## src/rtl/ep_hs_pkg.sv

```systemverilog
package ep_hs_pkg;
    typedef enum logic [1:0] {TOK_NONE = 2'd0, TOK_OUT = 2'd1, TOK_IN = 2'd2, TOK_SETUP = 2'd3} tok_e;
    typedef enum logic [1:0] {XF_CTRL = 2'd0, XF_ISO = 2'd1, XF_BULK = 2'd2, XF_INTR = 2'd3} xfer_e;
    typedef enum logic [2:0] {
        RSP_NONE  = 3'd0,
        RSP_NAK   = 3'd1,
        RSP_ACK   = 3'd2,
        RSP_ZLP   = 3'd3,
        RSP_STALL = 3'd4,
        RSP_DATA  = 3'd5
    } rsp_e;
    localparam int STAT_BIT  = 1;
    localparam int STALL_BIT = 0;
endpackage

```

## src/rtl/ep_hs_ctrl_bits.sv

```systemverilog
module ep_hs_ctrl_bits
    import ep_hs_pkg::*;
#(
    parameter int CSR_W = 8
) (
    input  logic             clk,
    input  logic             rst_n,
    input  logic             cpu_wr,
    input  logic [CSR_W-1:0] cpu_wdata,
    input  logic             auto_clr,
    output logic             stat_q_o,
    output logic             stall_q_o
);
    typedef struct packed {
        logic stat;
        logic stall;
    } bits_t;

    bits_t st_d, st_q;

    always_comb begin
        st_d = st_q;
        if (auto_clr) begin
            st_d.stat = 1'b0;
        end
        if (cpu_wr) begin
            st_d.stat  = cpu_wdata[STAT_BIT];
            st_d.stall = cpu_wdata[STALL_BIT];
        end
    end

    always_ff @(posedge clk) begin
        if (!rst_n) begin
            st_q <= '0;
        end else begin
            st_q <= st_d;
        end
    end

    assign stat_q_o  = st_q.stat;
    assign stall_q_o = st_q.stall;
endmodule

```

## src/rtl/ep_hs_toggle.sv

```systemverilog
module ep_hs_toggle (
    input  logic clk,
    input  logic rst_n,
    input  logic hold_zero,
    input  logic force_one,
    input  logic flip,
    output logic tog_q_o
);
    logic tog_d, tog_q;

    always_comb begin
        tog_d = tog_q;
        if (hold_zero) begin
            tog_d = 1'b0;
        end else if (force_one) begin
            tog_d = 1'b1;
        end else if (flip) begin
            tog_d = ~tog_q;
        end
    end

    always_ff @(posedge clk) begin
        if (!rst_n) begin
            tog_q <= 1'b0;
        end else begin
            tog_q <= tog_d;
        end
    end

    assign tog_q_o = tog_q;
endmodule

```

## src/rtl/ep_handshake_resp.sv

```systemverilog
module ep_handshake_resp
    import ep_hs_pkg::*;
#(
    parameter int CSR_W = 8
) (
    input  logic             clk,
    input  logic             rst_n,
    input  logic [1:0]       tok_kind,
    input  logic             status_stage,
    input  logic [1:0]       ep_xfer,
    input  logic             ep_enable,
    input  logic             host_ack,
    input  logic             cpu_wr,
    input  logic [CSR_W-1:0] cpu_wdata,
    output logic [2:0]       rsp_code,
    output logic             data_pid,
    output logic             stat_armed,
    output logic             stall_flag
);
    typedef struct packed {
        rsp_e code;
        logic pend;
    } resp_t;

    resp_t rs_d, rs_q;
    tok_e  tok;
    xfer_e xf;
    logic  is_iso;
    logic  clr_stat;
    logic  set_one;
    logic  flip;
    logic  stat_q, stall_q, tog_q;

    assign tok    = tok_e'(tok_kind);
    assign xf     = xfer_e'(ep_xfer);
    assign is_iso = (xf == XF_ISO);

    always_comb begin
        rs_d     = rs_q;
        rs_d.code = RSP_NONE;
        clr_stat = 1'b0;
        set_one  = 1'b0;
        flip     = 1'b0;
        if (!ep_enable) begin
            rs_d.pend = 1'b0;
        end else if (tok != TOK_NONE) begin
            rs_d.pend = 1'b0;
            if (is_iso) begin
                rs_d.code = (tok == TOK_IN) ? RSP_DATA : RSP_NONE;
            end else if (tok == TOK_SETUP) begin
                rs_d.code = RSP_ACK;
                clr_stat  = 1'b1;
                set_one   = 1'b1;
            end else if (stall_q) begin
                rs_d.code = RSP_STALL;
            end else if (status_stage && xf == XF_CTRL) begin
                if (!stat_q) begin
                    rs_d.code = RSP_NAK;
                end else begin
                    rs_d.code = (tok == TOK_IN) ? RSP_ZLP : RSP_ACK;
                    clr_stat  = 1'b1;
                end
            end else if (tok == TOK_IN) begin
                rs_d.code = RSP_DATA;
                rs_d.pend = 1'b1;
            end else begin
                rs_d.code = RSP_ACK;
                flip      = 1'b1;
            end
        end else if (host_ack && rs_q.pend) begin
            flip      = 1'b1;
            rs_d.pend = 1'b0;
        end
    end

    always_ff @(posedge clk) begin
        if (!rst_n) begin
            rs_q <= '{code: RSP_NONE, pend: 1'b0};
        end else begin
            rs_q <= rs_d;
        end
    end

    ep_hs_ctrl_bits #(.CSR_W(CSR_W)) u_bits (
        .clk       (clk),
        .rst_n     (rst_n),
        .cpu_wr    (cpu_wr),
        .cpu_wdata (cpu_wdata),
        .auto_clr  (clr_stat),
        .stat_q_o  (stat_q),
        .stall_q_o (stall_q)
    );

    ep_hs_toggle u_tog (
        .clk       (clk),
        .rst_n     (rst_n),
        .hold_zero (!ep_enable || is_iso),
        .force_one (set_one),
        .flip      (flip),
        .tog_q_o   (tog_q)
    );

    assign rsp_code   = rs_q.code;
    assign data_pid   = tog_q;
    assign stat_armed = stat_q;
    assign stall_flag = stall_q;
endmodule

```

## config.mk

```make
export PLATFORM = sky130hd
export DESIGN_NAME = ep_handshake_resp
export DESIGN_NICKNAME = d
export VERILOG_FILES = /design/src/rtl/ep_hs_pkg.sv /design/src/rtl/ep_hs_ctrl_bits.sv /design/src/rtl/ep_hs_toggle.sv /design/src/rtl/ep_handshake_resp.sv
export SDC_FILE = /design/constraint.sdc
export NUM_CORES = 1
export LEC_CHECK = 0
export ABC_AREA = 0
export BUFFER_PORTS_ARGS = -buffer_cell sky130_fd_sc_hd__buf_2
export CAP_MARGIN = 20
export CORE_MARGIN = 2
export CORE_UTILIZATION = 35
export DETAILED_ROUTE_END_ITERATION = 12
export PLACE_DENSITY = 0.72
export SYNTH_ARGS = -nofsm -noshare
export SYNTH_HDL_FRONTEND = slang
export SYNTH_SLANG_ARGS = --single-unit
```

## constraint.sdc

```tcl
create_clock -name clk -period 2.3 [get_ports clk]
set_clock_uncertainty 0.2 [all_clocks]
set_input_delay 0.115 -clock clk [delete_from_list [all_inputs] [get_ports clk]]
set_output_delay 0.115 -clock clk [all_outputs]
set_load 0.01 [all_outputs]
```

==> Yosys cells after proc, flatten, opt, wreduce, memory -nomap -nowiden <==
Index checks and enable logic that the tools add are counted.
{ "op_classes": {"n_eq_ne": 3, "muxes": 38, "n_bitwise": 2, "reduce_logical": 12} }
{ "op_table": {"columns": ["cell", "n"], "rows": [
  ["2-to-1 mux 1 bit", 30],
  ["2-to-1 mux 3 bit", 6],
  ["nonzero test 2 bit", 4],
  ["equality test 2 bit, second input constant", 2],
  ["2-to-1 mux 2 bit", 2],
  ["AND reduction 3 bit", 1],
  ["equality test 2 x 1 -> 1 bit, second input constant", 1],
  ["logical AND 1 bit", 2],
  ["logical NOT 2 bit", 1],
  ["inverter 1 bit", 2],
  ["AND reduction 2 bit", 1],
  ["OR reduction 2 bit", 1],
  ["logical NOT 1 bit", 1],
  ["logical OR 1 bit", 1]
]} }
{ "totals": {"ff_bits": 7, "input_bits": 18, "out_inout_bits": 6, "wordCells": 60} }

==> Longest topological paths before layout <==
Gate-level depths: netlist (run 1).
{ "depth": {"word_depth": 10, "mapped_depth": 4, "depth_no_buf": 3} }

==> Hierarchy <==
From an unflattened synthesis (run 1), not the netlist that was laid out.
{ "unflattened": {"cells_unflattened": 48, "area_unflattened_um2": 437.9} }
{ "by_module_without_submodules": {"columns": ["module", "n_inst", "cells_each", "area_per_inst_um2"], "rows": [
  ["ep_handshake_resp", 1, 38, 320.3],
  ["ep_hs_ctrl_bits", 1, 6, 75.1],
  ["ep_hs_toggle", 1, 4, 42.5]
]} }

==> Least setup slack after synthesis (run 1) <==
OpenSTA, ideal clock, no wires.
{ "synth_path": {"path_kind": "reg-to-reg", "startpoint": "register u_bits.st_q (netlist bit u_bits.stall_q_o)", "endpoint": "register u_tog.tog_q (netlist: u_tog.tog_q_o)", "setup_ns": 0.131, "arrival_time_ns": 0.985, "required_time_ns": 1.969, "path_slack_ns": 0.984, "stages_incl_launch_ff": 4, "n_path_buf": 0, "synth_period_minus_slack_ns": 1.316, "cell_sequence": "dfxtp_1 inv_1 a2111oi_0 nor3_1"} }
{ "synth_via": {"elab_chain_cells": 6} }
{ "synth_rtl": {"columns": ["element", "line_no", "rtl"], "rows": [
  ["start: declaration", "ep_hs_ctrl_bits.sv:19", "bits_t st_d, st_q;"],
  ["start signal: assignment", "ep_hs_ctrl_bits.sv:36", "st_q <= st_d;"],
  ["2-to-1 mux 1 bit", "ep_handshake_resp.sv:54", "end else if (stall_q) begin"],
  ["2-to-1 mux 1 bit", "ep_handshake_resp.sv:50", "end else if (tok == TOK_SETUP) begin"],
  ["2-to-1 mux 1 bit", "ep_handshake_resp.sv:48", "if (is_iso) begin"],
  ["2-to-1 mux 1 bit", "ep_handshake_resp.sv:46", "end else if (tok != TOK_NONE) begin"],
  ["2-to-1 mux 1 bit", "ep_handshake_resp.sv:44", "if (!ep_enable) begin"],
  ["nonzero test 2 bit (no line)", null, null],
  ["end signal: assignment", "ep_hs_toggle.sv:26", "tog_q <= tog_d;"],
  ["end: declaration", "ep_hs_toggle.sv:9", "logic tog_d, tog_q;"]
]} }
No other way between the ends.
A chain may end at the register's enable or synchronous reset.

==> results of run 1 <==
-- how the worst max path moves through the flow --
| stage | to | slack, ps | depth (start not counted) |
|---|---|---|---|
| 3_5_place_dp | u_tog.tog_q_o | 930 | 3 |
| 5_1_grt | u_bits.stall_q_o | 590 | 5 |
| 3_3_place_gp | u_bits.stat_q_o | 930 | 4 |
| 6_report | u_bits.stall_q_o | 650 | 5 |
| 4_1_cts | u_bits.stall_q_o | 710 | 5 |
| 2_1_floorplan | u_tog.tog_q_o | 980 | 3 |
-- logic make-up after synthesis --
group | count (synthesis) | share of synthesized area
multiplexers | 3 | 0.0691
buffers and inverters | 8 | 0.106
AND/OR/NAND/NOR | 18 | 0.231
flip-flops | 7 | 0.298
AO/OA/AOI/OAI | 16 | 0.295
-- cells in the mapped netlist --
cell,instances,share of area
sky130_fd_sc_hd__buf_2,1,0.011
sky130_fd_sc_hd__o211a_1,1,0.021
sky130_fd_sc_hd__nor3_1,3,0.032
sky130_fd_sc_hd__buf_6,1,0.024
sky130_fd_sc_hd__a2111oi_2,1,0.032
sky130_fd_sc_hd__a31oi_1,1,0.013
sky130_fd_sc_hd__or3b_4,1,0.024
sky130_fd_sc_hd__nor2b_1,2,0.027
sky130_fd_sc_hd__mux2i_1,1,0.021
sky130_fd_sc_hd__o21a_1,1,0.016
sky130_fd_sc_hd__nand2_1,4,0.032
sky130_fd_sc_hd__o41ai_2,1,0.035
sky130_fd_sc_hd__mux2_2,2,0.048
sky130_fd_sc_hd__o22a_2,1,0.021
sky130_fd_sc_hd__a211o_1,1,0.019
sky130_fd_sc_hd__a311o_1,1,0.021
sky130_fd_sc_hd__dfxtp_1,7,0.30
sky130_fd_sc_hd__o21ai_0,1,0.011
sky130_fd_sc_hd__nor2_1,2,0.016
sky130_fd_sc_hd__inv_1,3,0.024
sky130_fd_sc_hd__a311oi_1,1,0.019
sky130_fd_sc_hd__a21oi_1,3,0.032
sky130_fd_sc_hd__a2111oi_0,1,0.019
sky130_fd_sc_hd__and3b_1,1,0.019
sky130_fd_sc_hd__o21ba_2,1,0.021
sky130_fd_sc_hd__buf_4,3,0.048
sky130_fd_sc_hd__nand3b_1,1,0.016
sky130_fd_sc_hd__nor3b_1,3,0.048
sky130_fd_sc_hd__o21bai_1,1,0.016
sky130_fd_sc_hd__and2b_2,1,0.019
-- power breakdown --
| part | total (mW) | switching (mW) | internal (mW) | leakage (nW) |
|---|---|---|---|---|
| logic | 0.0634 | 0.0309 | 0.0324 | 0.197 |
| clock network | 0.114 | 0.0478 | 0.0664 | 0.0150 |
| registers | 0.131 | 0.00475 | 0.126 | 0.0572 |
-- cells in the final DEF (no fill, tap or decap), types with 2 or more instances in the layout --
cell type                       count
sky130_fd_sc_hd__buf_2             17
sky130_fd_sc_hd__dfxtp_1            7
sky130_fd_sc_hd__nand2_1            4
sky130_fd_sc_hd__dlygate4sd3_1      4
sky130_fd_sc_hd__inv_1              3
sky130_fd_sc_hd__a21oi_1            3
sky130_fd_sc_hd__nor3b_1            3
sky130_fd_sc_hd__nor3_1             3
sky130_fd_sc_hd__clkbuf_4           3
sky130_fd_sc_hd__nor2b_1            2
sky130_fd_sc_hd__nor2_1             2
sky130_fd_sc_hd__mux2_2             2
-- registers in the layout, indices dropped and copies added (netlist names) --
signal	cells
u_bits.stall_q_o	1
rsp_code	3
u_bits.stat_q_o	1
rs_q	1
u_tog.tog_q_o	1
-- layout make-up --
class / instances / area (um2)
clock buffers: 4 / 26.3
fillers: 128 / 683
inverters: 3 / 11.3
multi-input cells: 37 / 280
flip-flops and latches: 7 / 140
well taps: 15 / 18.8
repair buffers: 21 / 125
-- stage by stage --
stage,hold WS (ps),utilization,cells,instance area (um2),power (mW)
2_1_floorplan,31.1,-,52,470,0.174
3_3_place_gp,161,0.417,79,536,0.190
3_5_place_dp,164,0.417,79,536,0.191
4_1_cts,9.68,0.468,87,602,0.314
5_1_grt,59.6,0.468,87,602,0.325
6_report,16.3,0.468,87,602,0.309
-- per-layer routing --
| layer | GRT usage | vias up |
|---|---|---|
| met3 | 0.0163 | 0 |
| met1 | 0.186 | 213 |
| met4 | 0.0750 | 0 |
| met5 | 0 | - |
| met2 | 0.210 | 11 |
| li1 | - | 231 |
-- worst max-delay path: cells and delay by family --
| family | cells | cell delay, ps |
|---|---|---|
| mux | 1 | 180 |
| buf+inv | 3 | 1240 |
| simple gates | 1 | 60 |
-- timing repair --
action | CTS | global route
endpoints found under the hold margin | 4 | 0
hold buffers | 4 | 0
endpoints found under the setup margin | 0 | 0
==> results.md, run 1 <==
Layout:
- The growth of design area from synthesis to finish is 27.9%.
- 0 antenna diodes ended up in the layout.
- The final layout contains 91 nets.
- The layout cell share with drive strength beyond 1 is 0.389.

Route:
- For this run, design rule violations remaining after detail routing come to 0.
- The final routed wirelength across all metal layers is 999 um.
- The initial detailed-routing violation count is 20.
- The detailed router put a total of 455 um of wire on met1.
- The highest signal layer in the routed design is met3.
- The number of vias in the routed layout is 455.
- In the detailed route, the total length drawn on met3 is 38 um.
- In the final routed layout, each cell accounts on average for 11.5 um.
- The residual antenna-violating net count after detailed routing is 0.
- The routed design uses 505 um of met2 wire.
- In the routed layout, each cell is associated on average with a via count of 5.23.
- The first detailed-routing pass ran for 4 iterations.

Clock network:
- The number of buffers inserted to repair setup after CTS is 0.
- The clock edge transition at the registers on the reported setup and hold paths is 50 ps.
- The maximum clock path buffer count is 2.
- The number of clock buffers added by TritonCTS is 3.
- The post-CTS resize count is 0.
- The clock reaches the later pin of the worst-skew pair after 250 ps.
- The number of H-tree branching levels is 1.
- TritonCTS built the clock tree.
- For this design, the sink count on the clock tree is 7.
- The cell sitting at the root of the clock tree is a sky130_fd_sc_hd__clkbuf_4.

Pwr:
- The leakage power is 0.270 nW.
- Dividing total power by cell area gives a power density of 513 nW/um2.
- The maximum ir drop on the vdd rail is 0.162 mV.

STA:
- The actual slew at the worst max-slew pin is 357 ps.
- The number of failing setup endpoints in the final timing report is 0.
- After layout, the worst setup slack is 648 ps.
- Derived from the worst setup path, the maximum achievable clock frequency is 605 MHz.
- The final number of max-transition violations is 0.
- Setup repair after global routing left no endpoint under its margin.
- For the finished layout, the period the worst path requires is 1650 ps.
- The final number of hold-violating endpoints is 0.
- Summed over all failing endpoints, the final setup total negative slack is 0 ps.
- The part of the cycle the worst path needs is 0.718.
- The worst pin sits at a relative slew slack of 0.756.

Synthesis:
- The register area share after synthesis is 0.298.
- The gate count of the mapped netlist is 52.
- The number of warnings reported in the yosys synthesis log is 0.
- Synthesis produced a netlist with a net count of 70.
- The synthesized netlist occupies a cell area of 470 um2.
- The post-synthesis cell type count is 30.
- The synthesis-stage register bit count is 7.
- The mean post-synth cell area is 9.05 um2.

Critical path:
- The critical path starts at cpu_wr.
- By startpoint and endpoint, the worst setup path is classified as input port to flop.
- The critical path data arrival time is 1590 ps.
- Counting cells, the worst reg-to-reg path comes to 3.
- STA classifies the critical path startpoint as an input port.
- The worst-path maximum fanout is 3.
- The startpoint of the most critical register-to-register path is u_bits.stall_q_o.
- Among all stages on the critical path, the largest delay is contributed by sky130_fd_sc_hd__dlygate4sd3_1.
- The worst register-to-register path has a setup slack of 830 ps.
- Walking the worst path, the cells encountered are dlygate4sd3_1 > buf_2 > mux2i_1 > nor2b_1 > dlygate4sd3_1.
- The end of the worst register-to-register path is u_bits.stall_q_o.
- The delay of the slowest critical-path stage is 550 ps.
- In this design, the critical path's most frequently occurring cell is sky130_fd_sc_hd__dlygate4sd3_1.
- The worst setup path is captured at a flop.
- The required time at the endpoint of the critical path is 2240 ps.

Worst hold path:
- The hold-critical path depth is 4.
- In this run the most critical hold path is launched from host_ack.
- The worst hold endpoint is rs_q[0].
- The path class of the tightest hold or removal check is input port to flop.

Floorplanning:
- Measured along the y axis, the die boundary spans 40.7 um.
- Row generation in the floorplan step produced 13 rows.
- The starting utilization of the core area is 0.366.
- The die area is 1650 um2.
- The total area inside the core boundary comes to 1280 um2.
- Measured along the x axis, the die boundary spans 40.7 um.
- The number of ports placed on the die boundary is 24.

Global routing:
- The initial antenna violation count is 0.
- Summed over all layers, the global routing overflow is 0.
- The first global-routing pass estimated 1500 um of wire.
- For this run, the total global-route usage over all layers was measured as 0.138.
- Entering global routing, the biggest net connects 15 pins.
- The via count of the first global-routing pass is 363.

Job:
- Max-cap violations in this run came to 0.

Placed design:
- The post-place setup slack is 931 ps.
- The total of buffers placed on input and output ports is 17.
- Routability-driven placement finished with a final weighted congestion of 0.804.
- Summed over all nets, the half-perimeter wirelength after detailed placement is 694 um.

Run status:
- The flow ran to the end, and the final reports show no timing, DRC or antenna violations.
Power figures use the tool's default switching activity.
==> inputs of run 2 (changes only) <==
==> constraint.sdc (replaced) <==
create_clock -name clk -period 1.6 [get_ports clk]
set_clock_uncertainty 0.2 [all_clocks]
set_input_delay 0.08 -clock clk [delete_from_list [all_inputs] [get_ports clk]]
set_output_delay 0.08 -clock clk [all_outputs]
set_load 0.01 [all_outputs]
==> results.md, run 2 (same netlist as run 1, synthesis figures left out) <==
Layout:
- Relative to the synthesized area, the layout overhead comes to 35.6%.
- The number of antenna diodes in the final layout is 0.
- The library cell used most frequently in the layout, excluding fill and tap cells, is sky130_fd_sc_hd__buf_2.
- The layout cell share with drive strength beyond 1 is 0.387.
- The number of nets in the final layout is 94.
- The number of flip-flops in the largest register is 3.
- The top cell types in the final layout, fill and taps aside, are 16 x sky130_fd_sc_hd__buf_2, 7 x sky130_fd_sc_hd__dfxtp_1, 5 x sky130_fd_sc_hd__dlygate4sd3_1.
- The finished cells cover 638 um2.
- The filler cells instantiated in the layout total 128.

STA:
- The final hold slack is -10.3 ps.
- The number of failing setup endpoints in the final timing report is 0.
- The final number of max-transition violations is 0.
- Setup repair after global routing left no endpoint under its margin.
- Measured against its own limit, the worst slew margin works out to 0.763.
- The final critical-path setup slack is 71.1 ps.
- Of the available clock period, the critical path in the final layout requires 0.956.
- Based on the critical path, the design can be clocked at up to 654 MHz.
- The final number of hold-violating endpoints is 1.
- Adding up every negative setup slack in the final design gives 0 ps.
- For the finished layout, the period the worst path requires is 1530 ps.
- The actual slew at the worst max-slew pin is 347 ps.

Clock network:
- The maximum clock path buffer count is 2.
- Clock tree synthesis selected as its root buffer the cell sky130_fd_sc_hd__clkbuf_4.
- Clock latency on the worst-skew pair, taken at its later pin, is 260 ps.
- In this run the number of H-tree levels came out at 1.
- The number of buffers inserted to repair setup after CTS is 0.
- Clock-pin slew was measured on the worst setup and hold paths at 60 ps.
- The TritonCTS clock tree is built.
- TritonCTS created 3 clock buffers.
- The clock sink count is 7.

Placed design:
- During placement, the flow inserted port buffers numbering 17.
- The sum of net half-perimeters after detailed placement is 716 um.
- The routability congestion estimate from global placement is 0.831.
- The post-place setup slack is 273 ps.
- After detailed placement, the total cell area comes to 543 um2.

Floorplanning:
- For this design the top-level I/O count stands at 24.
- The vertical die dimension is 40.7 um.
- The die area is 1650 um2.
- In this run the horizontal extent of the chip is 40.7 um.
- The count of standard-cell rows is 13.
- The core outline area is 1280 um2.
- The starting utilization of the core area is 0.366.

Route:
- The routed wirelength normalized by instance count is 12.1 um.
- The residual antenna-violating net count after detailed routing is 0.
- After the first detailed-routing iteration, the DRC count stood at 10.
- The average via count per standard cell is 5.33.
- The remaining design rule violation count is 0.
- The routed layout has 480 vias.
- The final routed wirelength across all metal layers is 1090 um.
- The first TritonRoute pass finished after 4 iterations.

Global routing:
- The initial antenna violation count is 0.
- The via count of the first global-routing pass was 392.
- The wire length of the first global-routing pass is 1680 um.
- In the global route stage, overall resource usage came out at 0.160.
- Entering global routing, the biggest net connects 15 pins.
- The overall overflow remaining after global route is 0.

Critical path:
- The number of cells on the worst reg-to-reg path is 4.
- The required time at the endpoint of the critical path is 1580 ps.
- The critical path launch point type is an input port.
- The worst register-to-register path begins at u_bits.stall_q_o.
- The worst setup path is of the input port to flop kind.
- The critical path data arrival time is 1510 ps.
- STA classifies the critical path endpoint as a flop.
- The end of the worst register-to-register path is u_bits.stall_q_o.
- Along the worst path, the maximum fanout reaches 14.
- Setup slack on the worst reg-to-reg path comes out at 80 ps.

Pwr:
- The leakage power is 0.294 nW.
- The fraction of power spent switching nets is 0.281.
- The switching power total is 130 uW.
- The part of the total power dissipated in combinational logic is 0.222.
- The share of total power dissipated in the clock network is 0.373.
- The internal power is 331 uW.
- The sum of internal, switching and leakage power is 461 uW.
- Of the total power, registers draw 0.405.
- The maximum ir drop on the vdd rail is 0.269 mV.
- Dividing total power by cell area gives a power density of 722 nW/um2.

Worst hold path:
- The worst hold path passes through 3 cells.
- The worst hold path terminates at u_bits.stat_q_o.
- The tightest min-delay check is of the input port to flop type.
- The launch point of the worst hold path is ep_enable.

Run status:
- The final reports fail on hold timing.
- The flow ran to the end, but the final reports show violations.

Job:
- The max-capacitance violation count is 0.
==> run 2: cell types whose count changed in the layout (fill, tap and decap cells not counted) <==
cell,previous run,this run
sky130_fd_sc_hd__buf_2,17,16
sky130_fd_sc_hd__buf_4,0,1
sky130_fd_sc_hd__buf_6,0,1
sky130_fd_sc_hd__dlymetal6s4s_1,0,1
sky130_fd_sc_hd__dlygate4sd3_1,4,5
==> run 2: through the flow <==
stage / util / std cells
5_1_grt: 0.497 / 90
4_1_cts: 0.490 / 90
3_3_place_gp: 0.423 / 80
6_report: 0.497 / 90
3_5_place_dp: 0.423 / 80
2_1_floorplan: - / 52
==> run 2: how the worst max path moves through the flow <==
stage / startpoint / to / slack [ps] / depth (start not counted)
after floorplan: u_bits.stall_q_o / u_tog.tog_q_o / 280 / 3
after global placement: ep_xfer[1] / u_bits.stat_q_o / 270 / 4
after detailed placement: ep_xfer[1] / u_bits.stat_q_o / 270 / 4
after CTS: cpu_wr / u_bits.stall_q_o / 40 / 5
after global routing: tok_kind[1] / u_tog.tog_q_o / 10 / 5
final: tok_kind[1] / u_tog.tog_q_o / 70 / 5
==> run 2: repair_timing <==
item,4_1_cts,5_1_grt
hold endpoints to repair,5,0
resized for setup,0,3
endpoints found under the setup margin,0,1
hold buffers,6,0
==> run 2: power groups by stage <==
stage          clock, mW  sequential, mW  combinational (mW)
3_5_place_dp           0           0.190              0.0867
4_1_cts            0.168           0.186              0.0982
2_1_floorplan          0           0.193              0.0566
6_report           0.172           0.186               0.102
5_1_grt            0.182           0.187               0.112
3_3_place_gp           0           0.190              0.0855
==> run 2: cell type report <==
class                   count  area, um2  share of cell area
multi-input cells          37        280               0.439
repair buffers             24        161               0.253
flip-flops and latches      7        140               0.220
clock buffers               4       26.3              0.0412
well taps                  15       18.8              0.0294
inverters                   3       11.3              0.0176
==> run 2: layer usage <==
layer,track usage,vias up,share of wire
met5,0,-,0
met4,0.100,0,0.013
met3,0.0652,2,0.044
met2,0.230,15,0.50
met1,0.195,227,0.44
li1,-,236,-
==> run 2: critical path: stages <==
cell and delay [ps]:
sky130_fd_sc_hd__dlygate4sd3_1 520, sky130_fd_sc_hd__buf_2 240, sky130_fd_sc_hd__nand3b_1 160, sky130_fd_sc_hd__mux2_2 340, sky130_fd_sc_hd__nor3_1 170
==> inputs of run 3 (changes only) <==
==> constraint.sdc (replaced) <==
create_clock -name clk -period 1.6 [get_ports clk]
set_clock_uncertainty 0.2 [all_clocks]
set_input_delay 0.32 -clock clk [delete_from_list [all_inputs] [get_ports clk]]
set_output_delay 0.32 -clock clk [all_outputs]
set_load 0.01 [all_outputs]
==> results.md, run 3 (same netlist as run 1, synthesis figures left out) <==
Global routing:
- The wire length of the first global-routing pass is 1560 um.
- The global-route met3 utilization is 0.0489.
- The via count of the first global-routing pass is 372.
- The initial antenna violation count is 0.
- For this run, global-route usage on met2 was measured as 0.198.
- The global routing stage identified its most utilized layer as met2.
- For met1 alone, demand over resource in global routing was 0.188.
- Entering global routing, the biggest net connects 15 pins.
- The global router's overall resource usage is 0.145.
- The overall overflow remaining after global route is 0.

Route:
- The residual antenna-violating net count after detailed routing is 0.
- For this block, the initial DRC count from the detailed router was 7.
- Detailed routing inserted a total of 448 vias.
- The remaining design rule violation count is 0.
- In the routed layout, each cell is associated on average with a via count of 5.33.
- The routed wirelength normalized by instance count is 11.2 um.
- For this run, the detailed router's first-pass iteration total came to 6.
- The final routed wirelength across all metal layers is 940 um.

Layout:
- Once layout is done, the placed cells without fillers occupy 569 um2.
- The final standard cell count with taps included and fillers excluded is 84.
- The antenna diode count is 0.
- The top cell types in the final layout, fill and taps aside, are 17 x sky130_fd_sc_hd__buf_2, 7 x sky130_fd_sc_hd__dfxtp_1, 4 x sky130_fd_sc_hd__nand2_1.
- The commonest non-fill, non-tap cell in the layout is sky130_fd_sc_hd__buf_2.
- The register with the most flip-flops in the layout has 3 of them.
- The growth of design area from synthesis to finish is 21.0%.
- The layout cell share with drive strength beyond 1 is 0.420.
- The number of nets in the final layout is 88.

STA:
- The final number of max-transition violations is 0.
- The part of the cycle the worst path needs is 0.861.
- The number of failing setup endpoints in the final timing report is 0.
- Measured against its own limit, the worst slew margin works out to 0.759.
- The final number of hold-violating endpoints is 0.
- At the pin with the least slew margin, the transition time is 352 ps.
- Setup repair after global routing left no endpoint under its margin.
- The maximum operating frequency is 726 MHz.
- The worst path needs 1380 ps of the cycle, external delays included.
- The total negative slack for setup checks is 0 ps.

Critical path:
- In this run the worst setup path begins at u_bits.stall_q_o.
- The worst-path maximum fanout is 6.
- Across all register-to-register paths, the minimum setup slack is 350 ps.
- In this run the critical register-to-register path is captured at u_tog.tog_q_o.
- Data arrives at the worst endpoint at 860 ps.
- Data on the critical path is required at its endpoint by 1080 ps.
- The critical path in this run is classified as flop to output pin.
- The startpoint identified for the worst register-to-register timing path is u_tog.tog_q_o.
- The capturing element type of the critical path is an output pin.
- The critical path capture point is stall_flag.
- The length in cells of the worst reg-to-reg path is 3.
- The critical path launch point type is a flop.

Clock network:
- The clock sink count is 7.
- The total clock buffers created by CTS is 3.
- TritonCTS built the clock tree.
- The clock root buffer is sky130_fd_sc_hd__clkbuf_4.
- The post-CTS resize count is 0.
- The number of buffers inserted to repair setup after CTS is 0.
- In this run, post-CTS hold repair placed 0 buffers.
- Clock-pin slew was measured on the worst setup and hold paths at 60 ps.
- Counting along the longest clock path gives a buffer depth of 2.
- The number of H-tree branching levels is 1.
- The clock insertion delay at the later pin of the skew report is 250 ps.

Pwr:
- Of the total power, the share spent switching nets is 0.268.
- Of the total power, combinational logic draws 0.200.
- Summed over all nets, the switching power comes to 117 uW.
- IR analysis of the VDD net gives a maximum drop of 0.256 mV.
- The sequential fraction of design power is 0.428.
- The part of the total power dissipated in the clock network is 0.372.
- The total power density per cell area is 766 nW/um2.
- The sum of internal, switching and leakage power is 436 uW.
- The internal power is 319 uW.
- For this design the static power due to leakage is 0.256 nW.

Run status:
- The flow ran to the end, and the final reports show no timing, DRC or antenna violations.

Placed design:
- The sum of net half-perimeters after detailed placement is 716 um.
- The congestion estimate from routability-driven global placement came to 0.831.
- In this run the cell area measured after placement is 543 um2.
- The total of buffers placed on input and output ports is 17.
- The cell count after placement is 80.

Floorplanning:
- The region available for standard cell placement spans 1280 um2.
- The floorplan step set the die height to 40.7 um.
- For this configuration, the core starts out at a cell density of 0.366.
- In this run the core area contains 13 standard-cell rows.
- The die is 40.7 um wide.
- The number of ports placed on the die boundary is 24.
- The die area is 1650 um2.

Job:
- The max-capacitance violation count is 0.

Worst hold path:
- The worst min-delay path category is input port to flop.
[run 3: worst max-delay path, stage by stage (launching register included)]
cell,delay (ps)
sky130_fd_sc_hd__dfxtp_1,330
sky130_fd_sc_hd__buf_4,140
sky130_fd_sc_hd__buf_2,130
[run 3: layer usage]
layer / vias up / part of all wire
met5: - / 0
met4: 0 / 0.023
met3: 4 / 0.041
met2: 12 / 0.46
met1: 206 / 0.47
li1: 226 / -
[run 3: power by group through the flow]
stage	clock network, mW	registers, mW	logic (mW)
after floorplan	0	0.193	0.0566
after global placement	0	0.190	0.0855
after detailed placement	0	0.190	0.0867
after CTS	0.168	0.186	0.0870
after global routing	0.178	0.187	0.0970
final	0.162	0.186	0.0872
[run 3: metrics by stage]
| stage | utilization | hold slack, ps | setup WS (ps) |
|---|---|---|---|
| detailed placement | 0.423 | 376 | 32.5 |
| floorplan | - | 236 | 205 |
| CTS | 0.443 | 103 | 208 |
| global route | 0.443 | 111 | 180 |
| global placement | 0.423 | 365 | 29.1 |
| finish | 0.443 | 108 | 223 |
[run 3: worst min path at each step]
| stage | start | to | slack [ps] | depth (start not counted) |
|---|---|---|---|---|
| after CTS | rst_n | u_bits.stall_q_o | 100 | 2 |
| after global routing | rst_n | u_bits.stat_q_o | 110 | 3 |
| final | rst_n | u_bits.stat_q_o | 110 | 3 |
| after floorplan | rst_n | u_bits.stat_q_o | 240 | 2 |
| after detailed placement | rst_n | u_bits.stat_q_o | 380 | 3 |
| after global placement | rst_n | u_bits.stall_q_o | 370 | 2 |
[run 3: area by class of cell]
cell class / instances / area [um2]
clock buffer: 4 / 26.3
timing repair buffer: 18 / 92.6
tap: 15 / 18.8
inverter: 3 / 11.3
sequential: 7 / 140
fill: 132 / 716
multi-input combinational: 37 / 280
